<file path="src/rtl/tree_route_pkg.sv">
package tree_route_pkg;
    typedef enum logic [0:0] {
        ST_IDLE = 1'b0,
        ST_HOLD = 1'b1
    } rt_state_e;

    localparam int PORT_PARENT = 0;
endpackage

</file>
<file path="src/rtl/tree_msd_find.sv">
module tree_msd_find #(
    parameter int RADIX_BITS = 2,
    parameter int DEPTH      = 4,
    localparam int ADDR_W    = DEPTH * RADIX_BITS,
    localparam int CLIMB_W   = $clog2(DEPTH + 1)
) (
    input  logic [ADDR_W-1:0]  src,
    input  logic [ADDR_W-1:0]  dst,
    output logic               any_diff,
    output logic [CLIMB_W-1:0] msd_idx
);
    logic [ADDR_W-1:0] rel;
    logic [DEPTH-1:0]  dig_nz;

    assign rel = src ^ dst;

    for (genvar j = 0; j < DEPTH; j++) begin : g_dig
        assign dig_nz[j] = |rel[j*RADIX_BITS +: RADIX_BITS];
    end

    assign any_diff = |dig_nz;

    always_comb begin
        msd_idx = '0;
        for (int j = 0; j < DEPTH; j++) begin
            if (dig_nz[j]) msd_idx = CLIMB_W'(j);
        end
    end
endmodule

</file>
<file path="src/rtl/tree_port_pick.sv">
module tree_port_pick
    import tree_route_pkg::*;
#(
    parameter int RADIX_BITS = 2,
    parameter int DEPTH      = 4,
    localparam int ADDR_W    = DEPTH * RADIX_BITS,
    localparam int CLIMB_W   = $clog2(DEPTH + 1),
    localparam int LVL_W     = (DEPTH > 1) ? $clog2(DEPTH) : 1,
    localparam int PORT_W    = (1 << RADIX_BITS) + 1
) (
    input  logic               inject,
    input  logic [CLIMB_W-1:0] climb_in,
    input  logic               any_diff,
    input  logic [CLIMB_W-1:0] msd_idx,
    input  logic [LVL_W-1:0]   level,
    input  logic [ADDR_W-1:0]  dst,
    output logic [PORT_W-1:0]  sel,
    output logic [CLIMB_W-1:0] climb_nx,
    output logic               local_hit
);
    logic [RADIX_BITS-1:0] dst_dig [DEPTH];
    logic [RADIX_BITS-1:0] here_dig;
    logic [CLIMB_W-1:0]    eff;

    for (genvar j = 0; j < DEPTH; j++) begin : g_split
        assign dst_dig[j] = dst[j*RADIX_BITS +: RADIX_BITS];
    end

    assign here_dig = dst_dig[level];
    assign eff      = inject ? (msd_idx + CLIMB_W'(1)) : climb_in;

    always_comb begin
        sel       = '0;
        climb_nx  = '0;
        local_hit = 1'b0;
        if (inject && !any_diff) begin
            local_hit = 1'b1;
        end else if (eff > CLIMB_W'(1)) begin
            sel[PORT_PARENT] = 1'b1;
            climb_nx         = eff - CLIMB_W'(1);
        end else begin
            sel = PORT_W'(2) << here_dig;
        end
    end
endmodule

</file>
<file path="src/rtl/tree_route_sw.sv">
module tree_route_sw
    import tree_route_pkg::*;
#(
    parameter int RADIX_BITS = 2,
    parameter int DEPTH      = 4,
    localparam int ADDR_W    = DEPTH * RADIX_BITS,
    localparam int CLIMB_W   = $clog2(DEPTH + 1),
    localparam int LVL_W     = (DEPTH > 1) ? $clog2(DEPTH) : 1,
    localparam int PORT_W    = (1 << RADIX_BITS) + 1
) (
    input  logic               clk,
    input  logic               rst_n,
    input  logic               in_valid,
    output logic               in_ready,
    input  logic               in_inject,
    input  logic [ADDR_W-1:0]  in_src,
    input  logic [ADDR_W-1:0]  in_dst,
    input  logic [CLIMB_W-1:0] in_climb,
    input  logic [LVL_W-1:0]   sw_level,
    output logic               out_valid,
    input  logic               out_ready,
    output logic [PORT_W-1:0]  port_sel,
    output logic [CLIMB_W-1:0] climb_out,
    output logic               local_flag
);
    rt_state_e          state_q, state_d;
    logic               any_diff;
    logic [CLIMB_W-1:0] msd_idx;
    logic [PORT_W-1:0]  sel_d, sel_q;
    logic [CLIMB_W-1:0] climb_d, climb_q;
    logic               local_d, local_q;
    logic               take;

    tree_msd_find #(.RADIX_BITS(RADIX_BITS), .DEPTH(DEPTH)) u_msd (
        .src      (in_src),
        .dst      (in_dst),
        .any_diff (any_diff),
        .msd_idx  (msd_idx)
    );

    tree_port_pick #(.RADIX_BITS(RADIX_BITS), .DEPTH(DEPTH)) u_pick (
        .inject    (in_inject),
        .climb_in  (in_climb),
        .any_diff  (any_diff),
        .msd_idx   (msd_idx),
        .level     (sw_level),
        .dst       (in_dst),
        .sel       (sel_d),
        .climb_nx  (climb_d),
        .local_hit (local_d)
    );

    assign take = in_valid && (state_q == ST_IDLE);

    always_comb begin
        state_d = state_q;
        unique case (state_q)
            ST_IDLE: if (in_valid)  state_d = ST_HOLD;
            ST_HOLD: if (out_ready) state_d = ST_IDLE;
        endcase
    end

    always_ff @(posedge clk or negedge rst_n) begin
        if (!rst_n) begin
            state_q <= ST_IDLE;
            sel_q   <= '0;
            climb_q <= '0;
            local_q <= 1'b0;
        end else begin
            state_q <= state_d;
            if (take) begin
                sel_q   <= sel_d;
                climb_q <= climb_d;
                local_q <= local_d;
            end
        end
    end

    always_comb begin
        in_ready   = 1'b0;
        out_valid  = 1'b0;
        unique case (state_q)
            ST_IDLE: in_ready  = 1'b1;
            ST_HOLD: out_valid = 1'b1;
        endcase
        port_sel   = sel_q;
        climb_out  = climb_q;
        local_flag = local_q;
    end
endmodule

</file>
<file path="config.mk">
export PLATFORM = sky130hd
export DESIGN_NAME = tree_route_sw
export DESIGN_NICKNAME = d
export VERILOG_FILES = /design/src/rtl/tree_route_pkg.sv /design/src/rtl/tree_msd_find.sv /design/src/rtl/tree_port_pick.sv /design/src/rtl/tree_route_sw.sv
export SDC_FILE = /design/constraint.sdc
export NUM_CORES = 1
export LEC_CHECK = 0
export BUFFER_PORTS_ARGS = -buffer_cell sky130_fd_sc_hd__buf_2
export CORE_MARGIN = 2
export CORE_UTILIZATION = 38
export DETAILED_ROUTE_END_ITERATION = 8
export PLACE_DENSITY = 0.71
export SETUP_SLACK_MARGIN = 0.4
export SLEW_MARGIN = 25
export SYNTH_ARGS = -nofsm -noshare
export SYNTH_HDL_FRONTEND = slang
export SYNTH_SLANG_ARGS = --single-unit
</file>
<file path="constraint.sdc">
create_clock -name clk -period 1.1 [get_ports clk]
set_input_delay 0.11 -clock clk [delete_from_list [all_inputs] [get_ports clk]]
set_output_delay 0.11 -clock clk [all_outputs]
set_load 0.01 [all_outputs]
</file>
======== After elaboration in Yosys (flattened, before gate mapping) ========
Index checks and enable logic that the tools add are counted.
storage, ports and cells
  register bits after elaboration ......... 10
  input port bits ......................... 26
  output and inout bits ................... 11
operators by class
  add/subtract/negate cells ............... 2
  shift-type cells ........................ 1
  bitwise operators ....................... 3
  mux-type cells .......................... 18
  $lt $le $gt $ge ......................... 2
  reductions and logical operators ........ 7
operators with widths
  operator             number
  $mux 3               3
  $mux 2               4
  $reduce_or 8->1      1
  $xor 8x8->8          1
  $mux 1               7
  $reduce_or 2->1      3
  $mux 5               1
  $shl 2x2->5 const A  1
  $bmux 2 s2           1
  $mux 4               1
  $add 2x1->3 const B  1
  $ge 3x3->1 const B   1
  $gt 3x1->1 const B   1
  $not 2->3            1
  $sub 3x1->3 const B  1
  $logic_and 1x1->1    2
  $pmux 1 s2           1
  $logic_not 1->1      1
  $not 1->1            1

======== Depth between registers and ports, before layout ========
Gate-level depths: netlist of the first run.
  depth after elaboration ................. 10
  mapped depth ............................ 9
  mapped depth without buffers ............ 9

======== Modules after synthesis ========
A second synthesis of the first run with hierarchy kept.
second synthesis, totals
  cell total of the unflattened synthesis .. 68
  area, all modules ....................... 747.0 um2
modules (own cells, without submodules)
  module          cells each  seq. area each (um2)  area an instance (um2)  times used
  tree_route_sw   23          250.2                 414.1                   1
  tree_port_pick  28          0.0                   214.0                   1
  tree_msd_find   17          0.0                   118.9                   1

======== Worst setup path before layout of the first run ========
OpenSTA, ideal clock, no wires.
  path type ............................... input -> register
  start ................................... input port in_dst[5]
  end ..................................... register sel_q[3] (netlist: port_sel[3])
  arrival time ............................ 1.729 ns
  setup slack ............................. -0.751 ns
  data required time ...................... 0.979 ns
  cell stages on the path ................. 9
  path through ............................ xor2_1 -> nor4_4 -> inv_1 -> ha_1 -> nand2b_1 -> o32ai_1 -> a41o_2 -> nor3b_2 -> a22o_2
on the way
  cells in the longest elaborated chain, start to end .. 9
  elaborated cells on any way between the ends .. 16
  those cells by class .................... 1 x add/sub; 1 x order compare; 1 x shift; 8 x mux; 1 x bitwise; 4 x reduce/logical
RTL lines
  what                    line                  text
  start: declaration      tree_route_sw.sv:17   input logic [ADDR_W-1:0] in_dst,
  $xor 8x8->8             tree_msd_find.sv:15   assign rel = src ^ dst;
  $reduce_or 2->1         tree_msd_find.sv:18   assign dig_nz[j] = |rel[j*RADIX_BITS +: RADIX_BITS];
  $mux 2 (2 in series)    tree_msd_find.sv:26   if (dig_nz[j]) msd_idx = CLIMB_W'(j);
  $add 2x1->3             tree_port_pick.sv:30  assign eff = inject ? (msd_idx + CLIMB_W'(1)) : climb_in;
  $mux 3                  tree_port_pick.sv:30
  $gt 3x1->1              tree_port_pick.sv:38  end else if (eff > CLIMB_W'(1)) begin
  $mux 4                  tree_port_pick.sv:38
  $mux 5 (*)              tree_port_pick.sv:36  if (inject && !any_diff) begin
  end signal: assignment  tree_route_sw.sv:72   sel_q <= sel_d;
  end: declaration        tree_route_sw.sv:29   logic [PORT_W-1:0] sel_d, sel_q;
Mark *: on every way between the ends. The rest lies on a longest branch, timed or not. The select of a mux whose other input is x is not followed.
A chain may end at the register's enable or synchronous reset.

======== Final worst setup path of the first run ========
  start ................................... input port in_src[6]
  end ..................................... register sel_q[3] (netlist: port_sel[3])
on the way
  cells in the longest elaborated chain, start to end .. 8
  elaborated cells on any way between the ends .. 11
  those cells by class .................... 1 x add/sub; 1 x order compare; 4 x mux; 1 x bitwise; 4 x reduce/logical
RTL lines
  what                line                  text
  start: declaration  tree_route_sw.sv:16   input logic [ADDR_W-1:0] in_src,
  $xor 8x8->8 (*)     tree_msd_find.sv:15
  $reduce_or 2->1     tree_msd_find.sv:18
  $mux 2              tree_msd_find.sv:26
  $add 2x1->3         tree_port_pick.sv:30
  $mux 3              tree_port_pick.sv:30
  $gt 3x1->1          tree_port_pick.sv:38
  $mux 4              tree_port_pick.sv:38
  $mux 5 (*)          tree_port_pick.sv:36
Mark *: on every way between the ends. The rest lies on a longest branch, timed or not.

==> run summary, run 1 <==
status: finished with violations
failing checks: negative setup slack
Final Worst Setup Slack: -0.595 ns
final setup violation count: 9
Yosys cell types: 26
worst vdd ir: 0.455 mV
clock latency on the worst-skew pair: 0.26 ns
commonest non-fill, non-tap cell in the layout: buf_2
CP Max Fanout: 3
Die W: 46.2 um
main combinational cell family by area after synthesis: compound AO/OA/AOI/OAI gates
arrival time at the worst endpoint: 1.84 ns
Synth top area share: 37.0%
slowest CP cell: nor4_4
CTS H-tree lvls: 1
clk root buf: clkbuf_4
DR pass1 iterations: 2
Synth area leaders: dfrtp_1 37%, xor2_1 10%, mux4_1 3.9%, nand2_1 3.9%, ha_1 3.7%
post-layout util: 73.7%
critical path type: input port to register
PD cells: 1170 nW/um2
GRT Total Usage: 19.4%
first-pass GRT wire length: 2930 um
fin. max-slew vios: 0
MaxCap Viol Count: 0
Syn Std Cell Area: 676 um2
Worst Skew: 0.00410 ns
Core Region: 1710 um2
Yosys top cell by area: dfrtp_1
Post-synth EDFFs: 0
share of layout cells above drive strength 1: 65.3%
die footprint: 2130 um2
Clock Tree Buf Depth: 2
Req. time, crit path: 1.25 ns
cell count along the critical path: 10
Post-Layout Inst Area: 1260 um2
Initial Util: 39.6%
yosys warns: 0
WL/cell: 12.1 um
Antenna diodes: 0
area occupied by multi-input gates: 513 um2
Tot Pwr: 1.48 mW
Worst setup SP type: input port
dpl hpwl: 1310 um
Clock Sinks: 10
gpl congestion: 0.754
Starting DRT DRC Count: 3
Ports: 37
Synth Area in Compound Gates: 16.9%
fin crit share: 154%
worst-path cell chain: buf_8 -> xor2_4 -> nor4_4 -> inv_1 -> ha_4 -> nand2b_4 -> o32ai_2 -> a41o_2 -> nor3b_2 -> a22o_2
Area growth, synth to finish: 86.3%
synthesized area per cell: 10.4 um2
Worst Tran Pin Value: 0.362 ns
Peak Freq: 590 MHz
initial antenna violation count: 0
hold path depth: 2
Seq/Total Area, Yosys: 37.0%
routed vias/inst: 4.66
CP top delay family: simple AND/OR/NAND/NOR gates
vias in the first global route: 718
filler cell count: 135
Site Rows: 15
DR vias: 695
largest net degree at the start of global routing: 11
RSZ-0062 raised after global routing: yes
DRC: 0
HP Class: input port to register
syn_nets: 93
Synth Area in Adders: 3.70%
NumNets Final: 153
Crit. End Element: register
placed instance area: 957 um2
Leak: 0.624 nW
delay of the slowest critical-path stage: 0.28 ns
post-synthesis mux area share: 13.5%
Simple-Gate Fraction of Synth Area: 14.4%
Non-Filler Instances: 149
Seq cells post-synth: 10
Die Height: 46.2 um
Synth Flop Type: dfrtp_1
Rel. slew slack: 75.7%
Worst Reg-to-Reg Cells: 5
CTS tree: yes
WL final: 1810 um
Tmin final: 1.69 ns
Worst Path Buf+Inv: 2
post-route setup TNS: -4.10 ns
commonest cells after routing, fill and taps aside: 28 x buf_2, 17 x buf_4, 10 x dfrtp_1
TritonCTS buffer count: 3
Final ANT Viol Nets: 0
sequential cell area: 250 um2
total grt overflow: 0
dpl cells: 132
Final Hold Vio Count: 0
xor/xnor share of the synthesized area: 10.4%
post-synthesis cell count: 65
Post-synth ARST share: 100%
clock slew at reported path FFs: 0.06 ns
Buffers on Ports: 36
## path summary, 6_finish.rpt
kind / startpoint / to / slack [ns]
max: in_src[6] / port_sel[3]$_DFFE_PN0P_ / -0.59
min: out_ready / state_q$_DFF_PN0_ / 0.01
max reg2reg: state_q$_DFF_PN0_ / climb_out[1]$_DFFE_PN0P_ / -0.19
min reg2reg: local_flag$_DFFE_PN0P_ / local_flag$_DFFE_PN0P_ / 0.53
max in group asynchronous: rst_n / climb_out[1]$_DFFE_PN0P_ / 0.64
min in group asynchronous: rst_n / port_sel[1]$_DFFE_PN0P_ / 0.27
## flip-flops by register name, summed over array words and instances, names as in the netlist
name,cells
climb_out,3
local_flag,1
port_sel,5
state_q,1
## through the flow
step | setup WS [ns] | hold slack, ns
2_1_floorplan | -0.723 | -0.186
3_5_place_dp | -0.897 | -0.0197
4_1_cts | -0.584 | 0.00256
5_1_grt | -0.654 | 0.00561
3_3_place_gp | -0.842 | -0.0240
6_report | -0.595 | 0.0136
## report_power, final
group	leakage, nW	internal (mW)	switching [mW]
Combinational	0.475	0.399	0.294
Clock	0.0210	0.201	0.118
Sequential	0.128	0.433	0.0347
## per-layer routing
layer	part of all wire [%]	track usage, %	vias to the layer above
li1	-	-	352
met1	37	20.1	309
met2	57	38.3	32
met3	5.8	2.75	2
met4	0.44	6.86	0
met5	0	0	-
## kinds of logic after synthesis
| kind of cell | count (synthesis) |
|---|---|
| compound gates | 15 |
| xor+xnor | 8 |
| fa+ha+maj | 2 |
| buf+inv | 7 |
| flops | 10 |
| mux | 6 |
| simple gates | 17 |
## synth_stat cells (2+ instances only)
master    n
dfrtp_1  10
xor2_1    8
nand2_1   7
inv_1     5
nor2_1    5
o21ai_0   5
a41o_2    2
ha_1      2
mux2_2    2
mux2i_1   2
o31ai_1   2
## what timing repair did
item	in CTS	in global routing
cloned	1	0
pin swaps	7	5
buffers inserted	7	4
hold buffers	1	0
gates resized for setup	24	10
setup endpoints to repair	21	21
endpoints found under the hold margin	10	0
## layout make-up
type / count / share of cell area [%]
multi-input combinational: 48 / 40.8
clock buffer: 4 / 2.88
timing repair buffer: 57 / 32.5
sequential: 10 / 19.9
tap: 25 / 2.49
inverter: 5 / 1.49
Power figures use the tool's default switching activity.
==> run 2, diff against run 1 <==
- ABC_AREA: unset -> 1
- CORE_UTILIZATION: 38 -> 43
- CTS_BUF_LIST: unset -> sky130_fd_sc_hd__clkbuf_8
- PLACE_DENSITY: 0.71 -> 0.76
==> run 2 against run 1 <==
  * The run still ends with negative setup slack left
  * Synthesized cell count rose by 85%
  * First-iteration DRC count rose to 3.3 times the previous value
  * Sequential power rose by 3%
  * Clock skew fell by 0.0021 ns
  * Wire length rose by 35%
  * Count of clock-buffer cells in the layout did not move
  * Via count rose by 44%
  * Non-clock buffer count rose by 4
  * Utilization rose by 14 points
  * Synthesized area rose by 16%
  * Sequential share of layout area fell by 3.3 points
  * Clock power rose by 41%
  * Largest power group unchanged
==> run summary, run 2 <==
cell with the most instances after synthesis: nand2_1
slowest CP cell: ha_4
commonest non-fill, non-tap cell in the layout: nand2_1
Clock Sinks: 10 (unchanged)
total grt overflow: 0 (unchanged)
PD cells: 1110 nW/um2 (-5.9%)
HP Class: input port to register
Post-Layout Inst Area: 1510 um2 (+20%)
worst vdd ir: 0.808 mV (+77%)
DR vias: 1003 (+44%)
largest net degree at the start of global routing: 11 (unchanged)
fin. max-slew vios: 0 (unchanged)
clock slew at reported path FFs: 0.05 ns (about the same)
Final ANT Viol Nets: 0 (unchanged)
initial antenna violation count: 0 (unchanged)
Worst setup SP type: input port
Area growth, synth to finish: 92.0%
final setup violation count: 8 (-1)
Tot Pwr: 1.67 mW (+13%)
clk root buf: clkbuf_8
placed instance area: 1170 um2 (+22%)
post-route setup TNS: -0.898 ns (+3.21 ns)
die footprint: 2190 um2 (+2.5%)
Tmin final: 1.32 ns (-0.377 ns)
WL final: 2440 um (+35%)
TritonCTS buffer count: 3 (unchanged)
Post-synth ARST share: 100% (unchanged)
CTS H-tree lvls: 1 (unchanged)
post-synthesis cell count: 120 (+85%)
Ports: 37 (unchanged)
Final Worst Setup Slack: -0.217 ns (+0.377 ns)
Initial Util: 45.5% (+5.9 points)
Clock Tree Buf Depth: 2 (unchanged)
Die W: 46.7 um (+1.3%)
hold slack: 0.0534 ns (+0.0398 ns)
Rel. slew slack: 81.2% (+5.5 points)
Worst Skew: 0.00202 ns (-0.00208 ns)
hold path depth: 2 (unchanged)
Req. time, crit path: 1.22 ns (-0.03 ns)
dpl hpwl: 1590 um (+21%)
share of layout cells above drive strength 1: 62.5% (-2.8 points)
Yosys cell types: 19 (-27%)
Peak Freq: 759 MHz (+29%)
Worst Tran Pin Value: 0.278 ns (-0.0832 ns)
Core Region: 1730 um2 (+1.1%)
yosys warns: 0 (unchanged)
MaxCap Viol Count: 0 (unchanged)
Worst R2R Start: state_q$_DFF_PN0_
syn_nets: 148 (+59%)
WL/cell: 11.7 um (-3.7%)
clock latency on the worst-skew pair: 0.24 ns (-0.02 ns)
Synth Flop Type: dfrtp_1
Die Height: 46.7 um (+1.3%)
worst-path cell chain: buf_8 -> inv_2 -> nand2_2 -> nand2_2 -> nor2_4 -> nand2_2 -> ha_4 -> nand2_1 -> nand2_1 -> inv_2 -> ha_4 -> inv_2 -> nand4_1 -> nand2_1
Yosys top cell by area: dfrtp_1
Final Hold Vio Count: 0 (unchanged)
commonest cells after routing, fill and taps aside: 25 x nand2_1, 21 x nand2_2, 21 x buf_2
Starting DRT DRC Count: 10 (+7)
Worst Reg-to-Reg Cells: 5 (unchanged)
DR pass1 iterations: 4 (+2)
sequential cell area: 250 um2 (unchanged)
area occupied by multi-input gates: 587 um2 (+14%)
failing checks: negative setup slack
Setup crit start: in_src[5]
Seq cells post-synth: 10 (unchanged)
GRT Total Usage: 22.0% (+2.6 points)
fin crit share: 120% (-34 points)
vias in the first global route: 970 (+35%)
DRC: 0 (unchanged)
Leak: 0.817 nW (+31%)
RSZ-0062 raised after global routing: yes
Buffers on Ports: 36 (unchanged)
Antenna diodes: 0 (unchanged)
dpl ws: -0.478 ns (+0.420 ns)
Post-synth EDFFs: 0 (unchanged)
filler cell count: 94 (-30%)
critical path type: input port to register
Crit. End Element: register
CTS tree: yes
Synth top area share: 31.8% (-5.2 points)
status: finished with violations
NumNets Final: 213 (+39%)
arrival time at the worst endpoint: 1.44 ns (-0.40 ns)
CP Max Fanout: 3 (unchanged)
Site Rows: 15 (unchanged)
routed vias/inst: 4.80 (+2.9%)
commonest cells in the synthesized netlist: 41 x nand2_1, 22 x inv_1, 10 x dfrtp_1
synthesized area per cell: 6.55 um2 (-37%)
first-pass GRT wire length: 3460 um (+18%)
max FFs per register: 5 (unchanged)
Syn Std Cell Area: 786 um2 (+16%)
gpl congestion: 0.811 (+7.5%)
Hold Startpoint: out_ready
delay of the slowest critical-path stage: 0.26 ns (-0.02 ns)
Synth area leaders: dfrtp_1 32%, nand2_1 20%, inv_1 11%, nand2_2 4.8%, a21oi_1 3.8%
Seq/Total Area, Yosys: 31.8% (-5.2 points)
==> run 2: cell count changes after synthesis, moves of 3 or more <==
cell     before  now
xor2_1        8    0
xnor2_1       0    3
a21oi_1       0    6
nand4_1       0    4
nand3_1       1    5
nand2_2       0    6
nand2_1       7   41
inv_1         5   22
==> run 2: what timing repair did <==
action,4_1_cts,5_1_grt
pin swaps,20,22
setup buffers,7,2
setup endpoints to repair,21,21
endpoints found under the hold margin,10,0
cloned,0,0
hold buffers,1,0
resized for setup,22,38
==> run 2: final cells by class <==
type	instances	share of cell area [%]
clock buffers	4	3.65
inverters	22	5.80
multi-input cells	87	38.9
flip-flops and latches	10	16.6
well taps	25	2.07
repair buffers	61	33.0
==> run 2: report_power, final <==
| group | switching, mW | internal (mW) | total [mW] |
|---|---|---|---|
| registers | 0.0435 | 0.438 | 0.482 |
| clock network | 0.136 | 0.314 | 0.450 |
| logic | 0.354 | 0.384 | 0.738 |
==> run 2: metrics by stage <==
step | instances | utilization, %
finish | 209 | 87.4
global route | 209 | 87.4
CTS | 207 | 79.3
detailed placement | 195 | 67.7
global placement | 195 | 67.7
floorplan | 120 | -
==> run 2: path summary, 6_finish.rpt <==
check	end	slack [ns]
worst max-delay path	climb_out[1]$_DFFE_PN0P_	-0.22
worst min-delay path	state_q$_DFF_PN0_	0.05
worst max register to register	climb_out[1]$_DFFE_PN0P_	0.09
worst min register to register	port_sel[0]$_DFFE_PN0P_	0.48
max in group asynchronous	port_sel[2]$_DFFE_PN0P_	0.66
min in group asynchronous	climb_out[0]$_DFFE_PN0P_	0.26
==> run 2: routing by layer <==
layer / track usage (%) / vias up / wire [um]
met3: 1.92 / 8 / 81
met2: 45.3 / 36 / 1420
li1: - / 500 / -
met5: 0 / - / 0
met4: 12.2 / 0 / 78
met1: 20.7 / 459 / 859
==> run 2: cells by family (layout without fill, tap and decap cells) <==
logic type               Yosys count  after routing  synth area share (%)
AND/OR/NAND/NOR                   67             67                  39.6
buffers and inverters             23             87                  11.0
AO/OA/AOI/OAI                     14             14                  9.71
flip-flops                        10             10                  31.8
XOR/XNOR                           3              3                  3.34
adder cells (fa/ha/maj)            2              2                  3.18
multiplexers                       1              1                  1.27
==> run 2: worst max-delay path, delay by kind of cell <==
family | cells | cell delay (ns)
adders and majority gates | 2 | 0.52
and+or+nand+nor | 8 | 0.63
buffers and inverters | 4 | 0.18
